**config.mk**
```make
export PLATFORM = sky130hd
export DESIGN_NAME = mcp_core
export DESIGN_NICKNAME = d
export VERILOG_FILES = /design/src/rtl/mcp_pkg.sv /design/src/rtl/mcp_ctrl.sv /design/src/rtl/mcp_alu.sv /design/src/rtl/mcp_regfile.sv /design/src/rtl/mcp_core.sv
export SDC_FILE = /design/constraint.sdc
export NUM_CORES = 2
export LEC_CHECK = 0
export CORE_MARGIN = 8
export CORE_UTILIZATION = 30
export DETAILED_ROUTE_END_ITERATION = 8
export PLACE_DENSITY_LB_ADDON = 0.25
export SLEW_MARGIN = 5
export SYNTH_ARGS = -nofsm -noshare
export SYNTH_HDL_FRONTEND = slang
export SYNTH_SLANG_ARGS = --single-unit
```
**constraint.sdc**
```tcl
create_clock -name clk -period 7.8 [get_ports clk]
set_input_delay 1.56 -clock clk [delete_from_list [all_inputs] [get_ports clk]]
set_output_delay 1.56 -clock clk [all_outputs]
set_load 0.01 [all_outputs]
```
**src/rtl/mcp_pkg.sv**
```systemverilog
package mcp_pkg;

    localparam int OPW = 6;
    localparam int RIW = 5;
    localparam int IMW = 16;
    localparam int JIW = 26;

    localparam logic [OPW-1:0] OP_RTYPE = 6'h00;
    localparam logic [OPW-1:0] OP_JUMP  = 6'h02;
    localparam logic [OPW-1:0] OP_BEQ   = 6'h04;
    localparam logic [OPW-1:0] OP_LOAD  = 6'h23;
    localparam logic [OPW-1:0] OP_STORE = 6'h2B;

    localparam logic [5:0] FN_ADD = 6'h20;
    localparam logic [5:0] FN_SUB = 6'h22;
    localparam logic [5:0] FN_AND = 6'h24;
    localparam logic [5:0] FN_OR  = 6'h25;
    localparam logic [5:0] FN_SLT = 6'h2A;

    // operand-B select and next-PC select codes
    localparam logic [1:0] SB_REG  = 2'b00;
    localparam logic [1:0] SB_FOUR = 2'b01;
    localparam logic [1:0] SB_IMM  = 2'b10;
    localparam logic [1:0] SB_IMM4 = 2'b11;
    localparam logic [1:0] PS_ALU  = 2'b00;
    localparam logic [1:0] PS_RES  = 2'b01;
    localparam logic [1:0] PS_JMP  = 2'b10;

    typedef enum logic [3:0] {
        S_FETCH, S_DECODE, S_ADDR, S_LDRD, S_LDWB,
        S_STWR, S_REXE, S_RWB, S_BRCH, S_JUMP
    } state_e;

    typedef enum logic [1:0] {
        AM_ADD   = 2'b00,
        AM_SUB   = 2'b01,
        AM_FUNCT = 2'b10
    } alu_mode_e;

    typedef enum logic [2:0] {
        AF_ADD, AF_SUB, AF_AND, AF_OR, AF_SLT
    } alu_fn_e;

    typedef struct packed {
        logic       pc_we;
        logic       pc_we_zero;
        logic       addr_res;
        logic       mem_rd;
        logic       mem_wr;
        logic       instr_we;
        logic       rf_we;
        logic       rf_dst_rd;
        logic       rf_from_mem;
        logic       srca_reg;
        logic [1:0] srcb_sel;
        logic [1:0] pc_sel;
        alu_mode_e  alu_mode;
    } ctrl_t;

endpackage

```
**src/rtl/mcp_ctrl.sv**
```systemverilog
module mcp_ctrl
    import mcp_pkg::*;
(
    input  logic           clk,
    input  logic           rst_n,
    input  logic [OPW-1:0] opcode,
    output ctrl_t          ctl,
    output state_e         state_o
);

    state_e st_d, st_q;

    always_comb begin
        st_d         = st_q;
        ctl          = '0;
        ctl.alu_mode = AM_ADD;
        ctl.srcb_sel = SB_REG;
        ctl.pc_sel   = PS_ALU;
        case (st_q)
            S_FETCH: begin
                ctl.mem_rd   = 1'b1;
                ctl.instr_we = 1'b1;
                ctl.srcb_sel = SB_FOUR;
                ctl.pc_sel   = PS_ALU;
                ctl.pc_we    = 1'b1;
                st_d         = S_DECODE;
            end
            S_DECODE: begin
                ctl.srcb_sel = SB_IMM4;
                case (opcode)
                    OP_LOAD, OP_STORE: st_d = S_ADDR;
                    OP_RTYPE:          st_d = S_REXE;
                    OP_BEQ:            st_d = S_BRCH;
                    OP_JUMP:           st_d = S_JUMP;
                    default:           st_d = S_FETCH;
                endcase
            end
            S_ADDR: begin
                ctl.srca_reg = 1'b1;
                ctl.srcb_sel = SB_IMM;
                st_d         = (opcode == OP_STORE) ? S_STWR : S_LDRD;
            end
            S_LDRD: begin
                ctl.mem_rd   = 1'b1;
                ctl.addr_res = 1'b1;
                st_d         = S_LDWB;
            end
            S_LDWB: begin
                ctl.rf_we       = 1'b1;
                ctl.rf_from_mem = 1'b1;
                st_d            = S_FETCH;
            end
            S_STWR: begin
                ctl.mem_wr   = 1'b1;
                ctl.addr_res = 1'b1;
                st_d         = S_FETCH;
            end
            S_REXE: begin
                ctl.srca_reg = 1'b1;
                ctl.srcb_sel = SB_REG;
                ctl.alu_mode = AM_FUNCT;
                st_d         = S_RWB;
            end
            S_RWB: begin
                ctl.rf_we     = 1'b1;
                ctl.rf_dst_rd = 1'b1;
                st_d          = S_FETCH;
            end
            S_BRCH: begin
                ctl.srca_reg   = 1'b1;
                ctl.srcb_sel   = SB_REG;
                ctl.alu_mode   = AM_SUB;
                ctl.pc_we_zero = 1'b1;
                ctl.pc_sel     = PS_RES;
                st_d           = S_FETCH;
            end
            S_JUMP: begin
                ctl.pc_we  = 1'b1;
                ctl.pc_sel = PS_JMP;
                st_d       = S_FETCH;
            end
            default: st_d = S_FETCH;
        endcase
    end

    always_ff @(posedge clk or negedge rst_n) begin
        if (!rst_n) st_q <= S_FETCH;
        else        st_q <= st_d;
    end

    assign state_o = st_q;

endmodule

```
**src/rtl/mcp_alu.sv**
```systemverilog
module mcp_alu
    import mcp_pkg::*;
#(
    parameter int XLEN = 32
) (
    input  logic [XLEN-1:0] a,
    input  logic [XLEN-1:0] b,
    input  alu_mode_e       mode,
    input  logic [5:0]      funct,
    output logic [XLEN-1:0] y,
    output logic            zero
);

    alu_fn_e fn;

    always_comb begin
        case (mode)
            AM_SUB:   fn = AF_SUB;
            AM_FUNCT: begin
                case (funct)
                    FN_SUB:  fn = AF_SUB;
                    FN_AND:  fn = AF_AND;
                    FN_OR:   fn = AF_OR;
                    FN_SLT:  fn = AF_SLT;
                    default: fn = AF_ADD;
                endcase
            end
            default:  fn = AF_ADD;
        endcase
    end

    always_comb begin
        case (fn)
            AF_SUB:  y = a - b;
            AF_AND:  y = a & b;
            AF_OR:   y = a | b;
            AF_SLT:  y = {{(XLEN-1){1'b0}}, ($signed(a) < $signed(b))};
            default: y = a + b;
        endcase
    end

    assign zero = (y == '0);

endmodule

```
**src/rtl/mcp_regfile.sv**
```systemverilog
module mcp_regfile #(
    parameter int XLEN = 32,
    parameter int NREG = 32,
    localparam int AW  = $clog2(NREG)
) (
    input  logic            clk,
    input  logic            rst_n,
    input  logic [AW-1:0]   ra1,
    input  logic [AW-1:0]   ra2,
    input  logic            we,
    input  logic [AW-1:0]   wa,
    input  logic [XLEN-1:0] wd,
    output logic [XLEN-1:0] rd1,
    output logic [XLEN-1:0] rd2
);

    logic [XLEN-1:0] regs_d [NREG];
    logic [XLEN-1:0] regs_q [NREG];

    always_comb begin
        regs_d = regs_q;
        if (we && (wa != '0)) regs_d[wa] = wd;
    end

    always_ff @(posedge clk or negedge rst_n) begin
        if (!rst_n) begin
            for (int i = 0; i < NREG; i++) regs_q[i] <= '0;
        end else begin
            regs_q <= regs_d;
        end
    end

    assign rd1 = regs_q[ra1];
    assign rd2 = regs_q[ra2];

endmodule

```
**src/rtl/mcp_core.sv**
```systemverilog
module mcp_core
    import mcp_pkg::*;
#(
    parameter int XLEN = 32,
    parameter int NREG = 32
) (
    input  logic            clk,
    input  logic            rst_n,
    output logic [XLEN-1:0] mem_addr,
    output logic [XLEN-1:0] mem_wdata,
    input  logic [XLEN-1:0] mem_rdata,
    output logic            mem_rd,
    output logic            mem_wr
);

    localparam int AW = $clog2(NREG);

    typedef struct packed {
        logic [XLEN-1:0] pc;
        logic [XLEN-1:0] instr;
        logic [XLEN-1:0] mdata;
        logic [XLEN-1:0] opa;
        logic [XLEN-1:0] opb;
        logic [XLEN-1:0] res;
    } dp_t;

    dp_t             dp_d, dp_q;
    ctrl_t           ctl;
    state_e          ctl_state;
    logic [XLEN-1:0] imm_ext, srca, srcb, alu_y, rf_rd1, rf_rd2, rf_wd, jmp_tgt;
    logic            alu_zero;
    logic [AW-1:0]   rf_wa;

    mcp_ctrl u_ctrl (
        .clk     (clk),
        .rst_n   (rst_n),
        .opcode  (dp_q.instr[31:26]),
        .ctl     (ctl),
        .state_o (ctl_state)
    );

    mcp_alu #(.XLEN(XLEN)) u_alu (
        .a     (srca),
        .b     (srcb),
        .mode  (ctl.alu_mode),
        .funct (dp_q.instr[5:0]),
        .y     (alu_y),
        .zero  (alu_zero)
    );

    mcp_regfile #(.XLEN(XLEN), .NREG(NREG)) u_rf (
        .clk   (clk),
        .rst_n (rst_n),
        .ra1   (dp_q.instr[25:21]),
        .ra2   (dp_q.instr[20:16]),
        .we    (ctl.rf_we),
        .wa    (rf_wa),
        .wd    (rf_wd),
        .rd1   (rf_rd1),
        .rd2   (rf_rd2)
    );

    always_comb begin
        imm_ext = {{(XLEN-IMW){dp_q.instr[IMW-1]}}, dp_q.instr[IMW-1:0]};
        jmp_tgt = {dp_q.pc[XLEN-1:JIW+2], dp_q.instr[JIW-1:0], 2'b00};
        srca    = ctl.srca_reg ? dp_q.opa : dp_q.pc;
        case (ctl.srcb_sel)
            SB_FOUR: srcb = XLEN'(4);
            SB_IMM:  srcb = imm_ext;
            SB_IMM4: srcb = imm_ext << 2;
            default: srcb = dp_q.opb;
        endcase
        rf_wa = ctl.rf_dst_rd ? dp_q.instr[15:11] : dp_q.instr[20:16];
        rf_wd = ctl.rf_from_mem ? dp_q.mdata : dp_q.res;
    end

    always_comb begin
        dp_d       = dp_q;
        dp_d.mdata = mem_rdata;
        dp_d.opa   = rf_rd1;
        dp_d.opb   = rf_rd2;
        dp_d.res   = alu_y;
        if (ctl.instr_we) dp_d.instr = mem_rdata;
        if (ctl.pc_we || (ctl.pc_we_zero && alu_zero)) begin
            case (ctl.pc_sel)
                PS_RES:  dp_d.pc = dp_q.res;
                PS_JMP:  dp_d.pc = jmp_tgt;
                default: dp_d.pc = alu_y;
            endcase
        end
    end

    always_ff @(posedge clk or negedge rst_n) begin
        if (!rst_n) dp_q <= '0;
        else        dp_q <= dp_d;
    end

    assign mem_addr  = ctl.addr_res ? dp_q.res : dp_q.pc;
    assign mem_wdata = dp_q.opb;
    assign mem_rd    = ctl.mem_rd;
    assign mem_wr    = ctl.mem_wr;

endmodule

```
### Word level (Yosys, flattened, before mapping)

Cells that the tools add are included.

* word-level logic and storage cells: 130
* input bits: 34
* memory bits (read-only): 0
* memories kept: 0
* bits in registers: 1220
* RAM bits: 0
* latch bits: 0

* $mul: 0
* add/subtract/negate cells: 2
* shift operators: 0
* equal/unequal tests: 28
* divide/modulo/power cells: 0
* muxes and demuxes: 34
* $lt $le $gt $ge: 5
* reductions and logical operators: 15
* bitwise gates (word level): 6

Operator list (count)
* $bwmux 1024: 1
* $bmux 32 s5: 2
* $mux 32: 8
* $demux 32 s5: 1
* $pmux 32 s4: 1
* $pmux 32 s3: 1
* $pmux 32 s2: 1
* $eq 6x6->1 const B: 6
* $add 32x32->32: 1
* $and 32x32->32: 1
* $logic_not 32->1: 1
* $lt 32x32->1: 1
* $or 32x32->32: 1
* $sub 32x32->32: 1
* $pmux 4 s5: 1
* $ge 6x6->1 const B: 3
* $not 5->6: 3
* $eq 4x3->1 const B: 4
* $pmux 4 s4: 1
* $pmux 3 s4: 1
* $mux 1: 10
* $reduce_or 2->1: 5
* $eq 2x2->1 const B: 4
* $eq 4x2->1 const B: 2
* other kinds (22): 29

### Depth between registers and ports, before layout

* depth in word-level cells: 10
* mapped depth: 24

### By module

From an unflattened synthesis, not the netlist that was laid out.

* cells, all modules: 6059
* area total of the unflattened synthesis: 70048.4 µm²

Modules (own cells, without submodules)
* mcp_regfile: seq. area each 25624.6 µm², instances 1, cells an instance 4601, area an instance 55937.4 µm²
* mcp_core: seq. area each 4804.6 µm², instances 1, cells an instance 584, area an instance 8231.6 µm²
* mcp_alu: seq. area each 0.0 µm², instances 1, cells an instance 823, area an instance 5430.2 µm²
* mcp_ctrl: seq. area each 100.1 µm², instances 1, cells an instance 51, area an instance 449.2 µm²

### Worst setup path before layout

Ideal clock, no wire load.

* path kind: register to register
* start point: register u_ctrl.st_q[2] (netlist: u_ctrl.state_o[2])
* end point: register dp_q[182] in the netlist's numbering
* slack: 1.830 ns
* library setup time: 0.127 ns
* period minus slack after synthesis: 5.970 ns
* cell stages (with the launch flop): 25
* path buffers: 3
* data arrival time: 5.842 ns
* data required time: 7.673 ns
* cell sequence: dfrtp_1 clkbuf_1 nand2b_1 or3_1 inv_1 nor2_1 clkbuf_1 mux2_2 inv_1 ha_1 inv_1 fa_1 nor2b_1 o311ai_0 a21oi_1 a21boi_0 mux2i_1 nand3b_1 or4_1 or4_1 nor4b_2 nand4_2 nand2_4 buf_8 mux2_1

* cells in the longest elaborated chain, start to end: 9
* elaborated cells between the ends (all ways): 38
* classes of those cells: add/sub (2); order compare (1); eq/ne (16); mux (11); bitwise (2); reduce/logical (6)

RTL lines
* start, declared: line mcp_ctrl.sv:11 `state_e st_d, st_q;`
* start signal, assigned: line mcp_ctrl.sv:88 `else st_q <= st_d;`
* $eq 4x2->1, or another cell as far along: line mcp_ctrl.sv:19 `case (st_q)`
* $pmux 2 s3, or another cell as far along: line mcp_ctrl.sv:19
* $eq 2x2->1, or another cell as far along: line mcp_core.sv:67 `case (ctl.srcb_sel)`
* $pmux 32 s3, or another cell as far along: line mcp_core.sv:67
* $add 32x32->32, or another cell as far along: line mcp_alu.sv:38 `default: y = a + b;`
* $pmux 32 s4 *: line mcp_alu.sv:33 `case (fn)`
* via alu_y[10]: line mcp_core.sv:30 `logic [XLEN-1:0] imm_ext, srca, srcb, alu_y, rf_rd1, rf_rd2, rf_wd, jmp_tgt;`
* $logic_not 32->1 *: line mcp_alu.sv:42 `assign zero = (y == '0);`
* $logic_and 1x1->1 *: line mcp_core.sv:84 `if (ctl.pc_we || (ctl.pc_we_zero && alu_zero)) begin`
* $logic_or 1x1->1 *: line mcp_core.sv:84
* end signal, assigned: line mcp_core.sv:95 `else dp_q <= dp_d;`
* end, declared: line mcp_core.sv:27 `dp_t dp_d, dp_q;`

Mark *: on every way through the listed nets, which the timed path passes. The rest lies on a longest branch.
A chain may end at the register's enable or synchronous reset.

### Worst setup path after layout

* start point: register u_ctrl.st_q[2] (netlist: u_ctrl.state_o[2])
* end point: register dp_q[160] in the netlist's numbering

Same word-level chain as after synthesis.

==> metrics.md <==
| Metric | Value |
|---|---|
| Cts bufs inserted | 130 |
| Crit-path cells | nand2b_1, or3_1, inv_1, nor2_4, buf_4, mux2_2, ha_1, inv_1, a2111oi_0, a21oi_1, o21ai_0, mux2i_1, nand3_1, or4_1, or4_1, nor4b_2, nand4_2, nand2_4, mux2_2 |
| Antenna Nets Post-Route | 0 |
| Yosys Warn Count | 0 |
| Routed vias/inst | 5.53 |
| Global-route usage over all layers | 19.2% |
| Max FO, Critical Path | 32 |
| Asr flop ratio synth | 100% |
| Post-cts gate resize count | 0 |
| Crit share post-route | 95.3% |
| # H-tree levels | 4 |
| Deepest clock path buffer count | 3 |
| Post-synthesis mux area share | 25.2% |
| Die height | 484 µm |
| Die Area | 235000 µm² |
| Main combinational cell family by area after synthesis | multiplexers |
| Area share of and/or/nand/nor cells after synthesis | 9.73% |
| Layout Skew | 0.0293 ns |
| Hold_buf cts | 0 |
| Synth top cells by count | dfrtp_1, nor2_1, a21oi_1 |
| Sequential cell area | 30600 µm² |
| Final instance area | 73800 µm² |
| Initial DRC count | 4372 |
| CTS Sinks | 1220 |
| Synth top area share | 46.4% |
| Max Slew Vio Count | 0 |
| Post-synthesis adder-cell area fraction | 1.96% |
| CTS tree | built |
| Ranking of synthesized cells by area | dfrtp_1, mux4_2, a21oi_1 |
| Placed insts | 8386 |
| Final hold violations | 0 |
| Nets@finish | 5783 |
| Cell variety after synth | 88 |
| RSZ-0062 raised after global routing | no |
| Max_cap viols | 0 |
| Avg Synthesized Cell Area | 11.2 µm² |
| Share of cells above drive strength 1 | 21.2% |
| Outcome | finished, final reports clean |
| First-pass GRT wire length | 340000 µm |
| Root Driver | clkbuf_16 |
| Grt total ovfl | 0 |
| Biggest cell delay along the critical path | 0.65 ns |
| Largest net degree at the start of global routing | 166 |
| CP Capture Type | flip-flop |
| Post-Synth XOR/XNOR Area | 0.120% |
| Max stage delay cell, worst path | or4_1 |
| Core area | 219000 µm² |
| Required @ worst endpoint | 8.46 ns |
| Setup TNS | 0 ns |
| Most numerous cell in the Yosys netlist | dfrtp_1 |
| Power per cell area | 419 nW/µm² |
| Max frequency | 135 MHz |
| Final setup viols | 0 |
| Row cnt | 172 |
| Dominant synthesized flop cell | dfrtp_1 |
| Worst skew pair latency | 0.79 ns |
| Final Critical Period | 7.43 ns |
| IO Pins | 100 |
| DP HPWL | 139000 µm |
| Critical path buffer and inverter count | 3 |
| Clk pin slew, worst setup/hold paths | 0.07 ns |
| Die X | 484 µm |
| PortBufs | 99 |
| Initial antenna violation count | 10 |
| Post-placement cell area | 69500 µm² |
| #FFs+latches synth | 1220 |
| Average wire per standard cell | 26.7 µm |
| Slew headroom | 13.2% |
| Gpl congestion | 0.914 |
| WL final | 230000 µm |
| Fill count | 21700 |
| Post-Synthesis Cells | 5900 |
| PnR Total Power | 30.9 mW |
| Vias in the first global route | 48300 |
| Crit start category | flip-flop |
| Drt pass-1 iters | 6 |
| Compound-Gate Fraction of Synth Area | 12.2% |
| Total number of vias | 47700 |
| Pleak | 31.2 nW |
| Post-Layout Cell Count | 8623 |
| Peak supply drop | 0.000344 V |
| Layout area overhead | 12.1% |
| Post-CTS setup buffers | 0 |
| Post-synthesis sequential area ratio | 46.4% |
| Crit path kind | reg -> reg |
| Post-Syn Area | 65800 µm² |
| Initial Utilization | 30.1% |
| Slew of the pin with the lowest slew margin | 1.30 ns |
| DRC violations left | 0 |
| Crit path max-delay family | simple AND/OR/NAND/NOR gates |
| Post-synth EDFFs | 0 |
| Net Count, Synth | 6036 |
| HP Class | reg -> reg |
| Most area-hungry cell type in the Yosys netlist | dfrtp_1 |
| Critical Path AT | 8.09 ns |
| Multi-input logic area | 32800 µm² |
## layout by cell type (no fill, tap or decap), types with 26 or more instances in the layout
cell type and n:
dfrtp_1 1210, nor2_1 736, a21oi_1 696, mux4_2 640, nand2_1 620, o21ai_0 484
clkbuf_16 138, mux2_2 125, buf_4 111, inv_1 110, ha_1 99, clkdlybuf4s50_1 98
clkbuf_8 31, mux2i_2 30, nor3_1 28, clkbuf_1 27, nand3_1 26
## through the flow
| stage | utilization, % | setup slack [ns] | hold WS (ns) |
|---|---|---|---|
| floorplan | - | 1.83 | 0.441 |
| global placement | 31.8 | 0.441 | 0.376 |
| detailed placement | 31.8 | 0.459 | 0.383 |
| CTS | 33.7 | 0.428 | 0.397 |
| global route | 33.7 | 0.00543 | 0.410 |
| finish | 33.7 | 0.366 | 0.392 |
## final cells by class
cell class                 instances  area share [%]
antenna                            5          0.0169
clock buffer                     196            5.39
clock inverter                    36           0.458
inverter                         111           0.564
multi-input combinational       3960            44.4
sequential                      1220            41.4
tap                             2871            4.87
timing repair buffer             224            2.86
## path summary, 6_finish.rpt
check	start	to	slack, ns	depth (start not counted)
max	u_ctrl.state_o[2]	dp_q[160]	0.37	19
min	u_rf.regs_q[1001]	u_rf.regs_q[1001]	0.39	0
max reg2reg	u_ctrl.state_o[2]	dp_q[160]	0.37	19
min reg2reg	u_rf.regs_q[1001]	u_rf.regs_q[1001]	0.39	0
max in group asynchronous	rst_n	u_rf.regs_q[617]	5.10	3
min in group asynchronous	rst_n	u_rf.regs_q[728]	0.70	1
## cell families (layout without fill, tap and decap cells)
group | Yosys count | in the layout
multiplexers | 831 | 831
XOR/XNOR | 9 | 9
flip-flops | 1220 | 1220
AND/OR/NAND/NOR | 1573 | 1573
AO/OA/AOI/OAI | 1445 | 1445
buffers and inverters | 720 | 567
other | 0 | 5
adder cells (fa/ha/maj) | 102 | 102
## where the power goes
group          total, mW  switching, mW  internal [mW]
clock network       6.36           2.67           3.69
logic               15.5           9.40           6.05
registers           9.10           1.50           7.60
total               30.9           13.6           17.3
## sequential cells by signal, summed over array words and instances (netlist names)
| register | count |
|---|---|
| u_rf.regs_q | 1024 |
| mem_wdata | 32 |
| u_ctrl.state_o | 4 |
| dp_q | 160 |
## metal layers
| layer | vias to the layer above | global-route usage, % | routed length [µm] |
|---|---|---|---|
| met3 | 441 | 2.77 | 13400 |
| met1 | 24700 | 26.4 | 100000 |
| met4 | 0 | 6.88 | 8240 |
| met2 | 1653 | 31.0 | 108000 |
| li1 | 20800 | - | - |
| met5 | - | 0 | 0 |
## worst register-to-register path, delay by kind of cell (launching register included)
family	cells	cell delay, ns
simple gates	9	3.16
compound gates	3	1.25
mux	3	1.09
buf+inv	3	0.73
fa+ha+maj	1	0.62
flops	1	0.46
No activity file was read; power rests on OpenSTA's default activity.
